==> config.mk <==
export PLATFORM = sky130hd
export DESIGN_NAME = ocp_unit
export DESIGN_NICKNAME = d
export VERILOG_FILES = /design/src/rtl/ocp_pkg.sv /design/src/rtl/ocp_mode_hold.sv /design/src/rtl/ocp_action_dec.sv /design/src/rtl/ocp_pin_mux.sv /design/src/rtl/ocp_unit.sv
export SDC_FILE = /design/constraint.sdc
export NUM_CORES = 1
export LEC_CHECK = 0
export ABC_CLOCK_PERIOD_IN_PS = 1900
export BUFFER_PORTS_ARGS = -buffer_cell sky130_fd_sc_hd__buf_4
export CAP_MARGIN = 10
export CELL_PAD_IN_SITES_DETAIL_PLACEMENT = 1
export CELL_PAD_IN_SITES_GLOBAL_PLACEMENT = 1
export CORE_AREA = 5 5 42 44
export CTS_BUF_LIST = sky130_fd_sc_hd__clkbuf_4 sky130_fd_sc_hd__clkbuf_8
export CTS_CLUSTER_SIZE = 24
export DETAILED_ROUTE_END_ITERATION = 8
export DIE_AREA = 0 0 47 49
export PLACE_DENSITY_LB_ADDON = 0.08
export SKIP_CTS_REPAIR_TIMING = 1
export SYNTH_ARGS = -nofsm -noshare
export SYNTH_HDL_FRONTEND = slang
export SYNTH_SLANG_ARGS = --single-unit
==> constraint.sdc <==
create_clock -name clk -period 1.9 [get_ports clk]
set_input_delay 0.285 -clock clk [delete_from_list [all_inputs] [get_ports clk]]
set_output_delay 0.285 -clock clk [all_outputs]
set_load 0.005 [all_outputs]
==> src/rtl/ocp_pkg.sv <==
package ocp_pkg;

    localparam int MODE_W = 2;
    localparam int WAVE_W = 2;

    typedef enum logic [WAVE_W-1:0] {
        WV_NORMAL = 2'd0,
        WV_CTC    = 2'd1,
        WV_FAST   = 2'd2,
        WV_PHASE  = 2'd3
    } wave_e;

    typedef enum logic [1:0] {
        ACT_NONE = 2'd0,
        ACT_CLR  = 2'd1,
        ACT_SET  = 2'd2,
        ACT_TGL  = 2'd3
    } act_e;

    typedef enum logic {
        OC_LOW  = 1'b0,
        OC_HIGH = 1'b1
    } oc_state_e;

    function automatic act_e nonpwm_action(input logic [MODE_W-1:0] f);
        act_e a;
        unique case (f)
            2'b01:   a = ACT_TGL;
            2'b10:   a = ACT_CLR;
            2'b11:   a = ACT_SET;
            default: a = ACT_NONE;
        endcase
        return a;
    endfunction

endpackage

==> src/rtl/ocp_mode_hold.sv <==
module ocp_mode_hold
    import ocp_pkg::*;
(
    input  logic              clk,
    input  logic              rst,
    input  logic              cmp_match,
    input  logic [MODE_W-1:0] field_req,
    output logic [MODE_W-1:0] field_act
);

    always_ff @(posedge clk) begin
        if (rst) begin
            field_act <= '0;
        end else if (cmp_match) begin
            field_act <= field_req;
        end
    end

endmodule

==> src/rtl/ocp_action_dec.sv <==
module ocp_action_dec
    import ocp_pkg::*;
(
    input  wave_e             wave,
    input  logic [MODE_W-1:0] field_req,
    input  logic [MODE_W-1:0] field_act,
    input  logic              cmp_match,
    input  logic              at_bottom,
    input  logic              count_down,
    input  logic              force_strobe,
    output act_e              act
);

    logic is_pwm;

    always_comb begin
        is_pwm = (wave == WV_FAST) || (wave == WV_PHASE);
        act    = ACT_NONE;
        if (force_strobe && !is_pwm) begin
            act = nonpwm_action(field_req);
        end else if (cmp_match) begin
            unique case (wave)
                WV_NORMAL, WV_CTC: act = nonpwm_action(field_req);
                WV_FAST: begin
                    if (field_req == 2'b10)      act = ACT_CLR;
                    else if (field_req == 2'b11) act = ACT_SET;
                end
                WV_PHASE: begin
                    if (field_req == 2'b10)      act = count_down ? ACT_SET : ACT_CLR;
                    else if (field_req == 2'b11) act = count_down ? ACT_CLR : ACT_SET;
                end
            endcase
        end else if (at_bottom && wave == WV_FAST) begin
            if (field_act == 2'b10)      act = ACT_SET;
            else if (field_act == 2'b11) act = ACT_CLR;
        end
    end

endmodule

==> src/rtl/ocp_pin_mux.sv <==
module ocp_pin_mux
    import ocp_pkg::*;
(
    input  logic [MODE_W-1:0] field_req,
    input  logic              oc_bit,
    input  logic              port_data,
    input  logic              port_dir,
    output logic              pin_out,
    output logic              pin_oe
);

    logic override_on;

    always_comb begin
        override_on = |field_req;
        pin_out     = override_on ? oc_bit : port_data;
        pin_oe      = port_dir;
    end

endmodule

==> src/rtl/ocp_unit.sv <==
module ocp_unit
    import ocp_pkg::*;
(
    input  logic              clk,
    input  logic              rst,
    input  logic              cmp_match,
    input  logic              at_bottom,
    input  logic              count_down,
    input  logic [MODE_W-1:0] mode_field,
    input  logic [WAVE_W-1:0] wave_mode,
    input  logic              force_strobe,
    input  logic              init_load,
    input  logic              init_value,
    input  logic              port_data,
    input  logic              port_dir,
    output logic              pin_out,
    output logic              pin_oe,
    output logic              oc_state,
    output logic [MODE_W-1:0] cur_mode
);

    oc_state_e state_q, state_d;
    act_e      act;
    logic      load_ok;

    ocp_mode_hold u_hold (
        .clk       (clk),
        .rst       (rst),
        .cmp_match (cmp_match),
        .field_req (mode_field),
        .field_act (cur_mode)
    );

    ocp_action_dec u_dec (
        .wave         (wave_e'(wave_mode)),
        .field_req    (mode_field),
        .field_act    (cur_mode),
        .cmp_match    (cmp_match),
        .at_bottom    (at_bottom),
        .count_down   (count_down),
        .force_strobe (force_strobe),
        .act          (act)
    );

    // Preload only while the pin override is off
    always_comb load_ok = init_load && (mode_field == '0);

    // State register
    always_ff @(posedge clk) begin
        if (rst) state_q <= OC_LOW;
        else     state_q <= state_d;
    end

    // Next state
    always_comb begin
        state_d = state_q;
        if (load_ok) begin
            state_d = init_value ? OC_HIGH : OC_LOW;
        end else begin
            unique case (state_q)
                OC_LOW:  if (act == ACT_SET || act == ACT_TGL) state_d = OC_HIGH;
                OC_HIGH: if (act == ACT_CLR || act == ACT_TGL) state_d = OC_LOW;
            endcase
        end
    end

    // Outputs
    always_comb oc_state = (state_q == OC_HIGH);

    ocp_pin_mux u_mux (
        .field_req (mode_field),
        .oc_bit    (oc_state),
        .port_data (port_data),
        .port_dir  (port_dir),
        .pin_out   (pin_out),
        .pin_oe    (pin_oe)
    );

endmodule

# --- Word level (Yosys, flattened, before mapping) ---
# Cells that the tools add are included.
totals:
  word_cells: 44
  ff_bits: 3
  inputBits: 14
  out_inout_bits: 5
op_classes:
  n_eq_ne: 11
  bitwise: 1
  n_mux: 19
  reduce_logical: 11
op_table:
  columns: ["operator", "count"]
  rows:
  - ["$mux W2", 10]
  - ["$eq A2 B2 Y1 const B", 8]
  - ["$pmux W2 S3", 2]
  - ["$eq A2 B1 Y1 const B", 3]
  - ["$mux W1", 6]
  - ["$logic_not A2 Y1", 2]
  - ["$reduce_or A2 Y1", 2]
  - ["$logic_and A1 B1 Y1", 3]
  - ["$logic_or A1 B1 Y1", 3]
  - ["$pmux W1 S2", 1]
  - ["$logic_not A1 Y1", 1]
  - ["$not A1 Y1", 1]

# --- Longest topological paths before layout ---
# Gate-level depths: netlist of run 1.
depth:
  depth_word: 11
  ltp_mapped: 6
  depth_no_buf: 6

# --- By module ---
# From an unflattened synthesis of run 1, not the netlist that was laid out.
hier_totals:
  hier_cells: 38
  area_unflattened_um2: 326.6
modules_own_cells:
  columns: ["mod", "cells_per_inst", "area_per_inst_um2", "instances"]
  rows:
  - ["ocp_action_dec", 23, 177.7, 1]
  - ["ocp_mode_hold", 6, 67.6, 1]
  - ["ocp_unit", 6, 58.8, 1]
  - ["ocp_pin_mux", 3, 22.5, 1]

# --- Worst setup path before layout of run 1 ---
# OpenSTA, ideal clock, no wires.
synth_timing:
  path_type: "input to register"
  from: "in mode_field[0]"
  to: "reg state_q, in the netlist oc_state"
  n_path_buf: 0
  arrival_ns: 1.437
  path_stages: 6
  setup_ns: 0.079
  required_ns: 1.821
  path_slack_ns: 0.384
  cell_sequence: "inv_1 -> ha_1 -> a21bo_2 -> a21oi_1 -> or4_1 -> a211oi_2"
synth_via:
  elab_chain_cells: 11
synth_rtl:
  columns: ["item", "line_no", "rtl"]
  rows:
  - ["start, declared", "ocp_unit.sv:9", "input logic [MODE_W-1:0] mode_field,"]
  - ["$eq A2 B2 Y1", "ocp_pkg.sv:27, ocp_action_dec.sv:26, ocp_action_dec.sv:30", null]
  - ["$mux W2 (on tied branches)", "ocp_action_dec.sv:30, ocp_action_dec.sv:26", null]
  - ["$mux W2 (on tied branches)", "ocp_action_dec.sv:29, ocp_action_dec.sv:25", null]
  - ["$pmux W2 S3", "ocp_action_dec.sv:22", "unique case (wave)"]
  - ["$mux W2", "ocp_action_dec.sv:21", "end else if (cmp_match) begin"]
  - ["$mux W2", "ocp_action_dec.sv:19", "if (force_strobe && !is_pwm) begin"]
  - ["$eq A2 B1 Y1 (tied with other cells)", "ocp_unit.sv:62", "OC_HIGH: if (act == ACT_CLR || act == ACT_TGL) state_d = OC_LOW;"]
  - ["$logic_or A1 B1 Y1 (on tied branches)", "ocp_unit.sv:62, ocp_unit.sv:61", null]
  - ["$mux W1 (on tied branches)", "ocp_unit.sv:62, ocp_unit.sv:61", null]
  - ["$pmux W1 S2", "ocp_unit.sv:60", "unique case (state_q)"]
  - ["$mux W1 *", "ocp_unit.sv:57", "if (load_ok) begin"]
  - ["end signal, assigned", "ocp_unit.sv:51", "else state_q <= state_d;"]
  - ["end, declared", "ocp_unit.sv:22", "oc_state_e state_q, state_d;"]
# Every way passes the cells marked *; elsewhere a longest branch is shown, timed or not.
# A chain may end at the register's enable or synchronous reset.

# --- Worst setup path in the final report of run 1 ---
# Same ends and word-level chain as after synthesis.

==> results of run 1 <==
layer usage:
metal  track usage, %  wire length (um)
met1             12.0               381
met2             16.3               529
met3             7.38               115
met4             5.53                10
met5                0                 0
sequential cells by signal, indices dropped and copies added, names as in the netlist:
register          flops
u_hold.field_act      2
oc_state              1
critical path: cells and delay by family:
kind            cells  cell delay (ns)
simple gates        1             0.52
buf+inv             2             0.17
compound gates      3             0.44
fa+ha+maj           1             0.23
through the flow:
step / utilization (%) / cell area [um2]
detailed placement: 32.1 / 450
global placement: 32.1 / 450
global route: 34.3 / 480
CTS: 34.3 / 480
finish: 34.3 / 480
floorplan: - / 329
final timing paths:
kind / from / end
worst min-delay path: rst / oc_state$_SDFF_PP0_
worst min register to register: u_hold.field_act[1]$_SDFFE_PP0P_ / u_hold.field_act[1]$_SDFFE_PP0P_
worst max register to register: oc_state$_SDFF_PP0_ / oc_state$_SDFF_PP0_
worst max-delay path: mode_field[0] / oc_state$_SDFF_PP0_
synth_stat cells:
cell      number  area share, %
a211oi_2       1            3.8
a21bo_2        1            3.0
a21oi_1        5            7.6
and3_1         2            3.8
and4bb_1       1            3.8
buf_4          1            2.3
buf_6          1            3.4
dfxtp_1        3             18
ha_1           5             19
inv_1          2            2.3
mux2_2         1            3.4
mux2i_1        2            6.1
nand2_1        3            3.4
nand4b_1       1            2.7
nor2_1         4            4.6
o21ai_0        1            1.5
o21ba_2        1            3.0
o221ai_1       1            2.7
o311a_1        1            3.0
or4_1          1            2.3
layout make-up:
| class | count | area, um2 | share of cell area, % |
|---|---|---|---|
| clock buffers | 4 | 30.0 | 6.25 |
| inverters | 2 | 7.51 | 1.56 |
| multi-input cells | 31 | 243 | 50.5 |
| flip-flops and latches | 3 | 60.1 | 12.5 |
| well taps | 16 | 20.0 | 4.17 |
| repair buffers | 16 | 120 | 25.0 |
logic make-up after synthesis:
kind of cell | after synthesis
and+or+nand+nor | 12
AOI/OAI and AO/OA | 11
adders and majority gates | 5
buffers and inverters | 4
muxes | 3
DFF | 3
report_power, final:
part           internal, mW  switching (mW)  leakage, nW
sequential           0.0682         0.00702       0.0248
combinational        0.0452          0.0311        0.198
clock                0.0929          0.0337       0.0184
total                 0.206          0.0719        0.241
==> flow_summary.ini, run 1 <==
[flow_run]
maxCapViolCount = 0

[timing]
slew_headroom_pct = 81.9
max_freq_mhz = 672
setup_slack_ns = 0.411
finalSetupViolCount = 0
whs_ns = 0.224
skew_ns = 0.00782
setup_tns_ns = 0
finalCritPeriodShare_pct = 78.4
worst_slew_pin_slew_ns = 0.271
period_needed_ns = 1.49
hold_viol_final = 0
rsz0062_at_grt = no
slew_viol_final = 0

[critical_path]
slowest_stage = or4_1
critPathKind = in -> reg
worstPathRequired_ns = 2.06
r2r_cells = 4
crit_chain = buf_4 > inv_1 > ha_1 > a21bo_2 > a21oi_1 > or4_1 > a211oi_2
cp_max_fo = 4
slowest_delay_ns = 0.52
cp_data_arrival_time_ns = 1.65
cp-start-kind = input pin
reg2reg_slack_ns = 0.50
cp-end-kind = flop

[layout]
antenna_cells = 0
final_common_cell = buf_4
drive_above_1_share_pct = 42.9
fin_nets = 76
n_fill_cell = 179
final-instance-count-excl-fill = 72
area_growth_pct = 46.0
mostFrequentLayoutCells = 16 x buf_4, 5 x a21oi_1, 5 x ha_1

[drt]
avgRoutedWirePerCell_um = 14.4
drt_iter0_markers = 4
drcViolationCount = 0
vias = 347
vias_per_cell = 4.82
drt-total-wl_mm = 1.04
ant_nets = 0
firstDrtPassIters = 2

[placed_design]
place_inst = 68
place_ws_ns = 0.156
numPortBuffers = 16
place_congestion = 0.724

[clock_network]
cts_made_buffers = 3
cts_tree = built
clockBufferDepth = 2
cts_sinks = 3
htree_levels = 1
clock_latency_ns = 0.24
clk_pin_slew_worst_paths_ns = 0.04
cts-root-buf = clkbuf_4

[floorplan]
die_area_um2 = 2300
dieWidth_um = 47
start_util_pct = 23.5
die_height_um = 49
row_count = 14
io_pins = 19
core_region_area_um2 = 1400

[global_route]
grt_pass1_vias = 371
antenna_found_initial = 0
grt_pass1_wl_mm = 1.74
grt_usage_pct = 11.2
grt_max_degree = 9
grt_remaining_overflow = 0

[synthesis]
ys_warn_count = 0
synth_compound_area_share_pct = 24.7
synth_xor_xnor_area_share_pct = 0
synthAdderAreaFrac_pct = 19.0
synth-simple-area-share_pct = 20.5
synth_seq_cells = 3
syn_avg_cell_area_um2 = 8.66
synth_cells = 38
synth_top_family_by_area = compound AO/OA/AOI/OAI gates
synth_cell_type_count = 20
synth_fp_nets = 57
ys_seq_area_share_pct = 18.3
synth_mux_area_share_pct = 9.51
synthesis.area_um2 = 329

[power_and_ir_drop]
p_per_area_nw_per_um2 = 579
total_power_mw = 0.278
leakagePower_nw = 0.241
peakVddDrop_mv = 0.533

[hold_path]
hold-path-cell-count = 2
min_path_type = in -> reg

[run_status]
status = complete, no violations
(Power assumes the default switching activity.)
==> run 2: changes to the inputs <==
ABC_CLOCK_PERIOD_IN_PS = 1200   (was 1900)
clock period = 1.2 ns   (was 1.9 ns; I/O delays follow)
==> flow_summary.ini, run 2 (synthesis results as in run 1) <==
[timing]
skew_ns = 0.00187
setup_tns_ns = -0.228
slew_viol_final = 0
period_needed_ns = 1.34
setup_slack_ns = -0.144
finalCritPeriodShare_pct = 112
whs_ns = 0.133
worst_slew_pin_slew_ns = 0.192
finalSetupViolCount = 2
max_freq_mhz = 744
hold_viol_final = 0
rsz0062_at_grt = yes
slew_headroom_pct = 87.2

[hold_path]
min_to = oc_state$_SDFF_PP0_
min_path_type = in -> reg
hold-path-cell-count = 2
worst_hold_startpoint = rst

[run_status]
status = finished with violations
violations = negative setup slack

[clock_network]
clk_pin_slew_worst_paths_ns = 0.04
cts_sinks = 3
cts-root-buf = clkbuf_4
clockBufferDepth = 2
cts_tree = built
htree_levels = 1
cts_made_buffers = 3
clock_latency_ns = 0.23

[layout]
n_fill_cell = 175
drive_above_1_share_pct = 59.4
mostFrequentLayoutCells = 29 x buf_4, 5 x a21oi_1, 4 x nor2_1, 4 x clkbuf_4
finish.utilization_pct = 42.6
regArea_um2 = 61.3
antenna_cells = 0
regMostFlops = u_hold.field_act
multi_input_comb_area_um2 = 258
fin_nets = 89
largest_reg_flops = 2
area_growth_pct = 81.4
final_common_cell = buf_4

[floorplan]
io_pins = 19
die_area_um2 = 2300
row_count = 14
die_height_um = 49
start_util_pct = 23.5
dieWidth_um = 47
core_region_area_um2 = 1400

[critical_path]
critPathKind = reg -> reg
worstPathRequired_ns = 1.35
reg2reg_slack_ns = -0.14
cp_data_arrival_time_ns = 1.49
cp_max_fo = 2
cp-start-kind = flop
cp-end-kind = flop
r2r_cells = 4
worstReg2RegEnd = oc_state$_SDFF_PP0_
r2r_start = u_hold.field_act[1]$_SDFFE_PP0P_

[placed_design]
numPortBuffers = 16
dp_hpwl_um = 960
place_ws_ns = -0.343
place_congestion = 0.760

[power_and_ir_drop]
p_per_area_nw_per_um2 = 795
leakagePower_nw = 0.303
peakVddDrop_mv = 0.824
total_power_mw = 0.474

[drt]
drt-total-wl_mm = 1.12
avgRoutedWirePerCell_um = 13.2
drt_iter0_markers = 2
vias_per_cell = 4.68
firstDrtPassIters = 2
drcViolationCount = 0
ant_nets = 0
vias = 398

[global_route]
antenna_found_initial = 0
grt_max_degree = 6
grt_remaining_overflow = 0
grt_pass1_wl_mm = 1.83
grt_pass1_vias = 462
grt_usage_pct = 11.0

[flow_run]
maxCapViolCount = 0
==> run 2: cell types whose count changed in the layout (fill, tap and decap cells not counted), sizes merged <==
cell  change
buf      +13
==> run 2: power by group <==
part	leakage [nW]	internal (mW)	switching, mW
Clock	0.0184	0.147	0.0463
Sequential	0.0251	0.108	0.00614
Combinational	0.260	0.102	0.0646
Total	0.303	0.357	0.117
==> run 2: how the worst max path moves through the flow <==
stage / slack [ns] / from / end / cells after the start
2_1_floorplan: -0.18 / mode_field[0] / oc_state$_SDFF_PP0_ / 6
3_3_place_gp: -0.31 / mode_field[0] / oc_state$_SDFF_PP0_ / 7
3_5_place_dp: -0.34 / mode_field[0] / oc_state$_SDFF_PP0_ / 7
4_1_cts: -0.18 / u_hold.field_act[1]$_SDFFE_PP0P_ / oc_state$_SDFF_PP0_ / 4
5_1_grt: -0.20 / u_hold.field_act[1]$_SDFFE_PP0P_ / oc_state$_SDFF_PP0_ / 4
6_report: -0.14 / u_hold.field_act[1]$_SDFFE_PP0P_ / oc_state$_SDFF_PP0_ / 4
==> run 2: layout make-up <==
type / instances / share of cell area (%)
inverters: 2 / 1.68
multi-input cells: 31 / 43.2
repair buffers: 29 / 36.5
well taps: 16 / 3.35
clock buffers: 4 / 5.03
flip-flops and latches: 3 / 10.3
==> run 2: metrics by stage <==
step,std cells,cell area (um2)
finish,85,597
CTS,85,581
detailed placement,81,551
global route,85,597
floorplan,38,332
global placement,81,551
==> run 2: layer usage <==
metal  global-route usage [%]  up-vias  wire, um
li1                         -      199         -
met1                     13.3      183       473
met2                     16.7       16       542
met3                     6.27        0       105
met4                     1.84        0         0
met5                        0        -         0
==> run 2: critical path, cell delays in order, from the launching register on <==
cell,delay [ns]
dfxtp_2,0.32
and4bb_1,0.20
and3_1,0.17
or4_1,0.41
a211oi_2,0.18
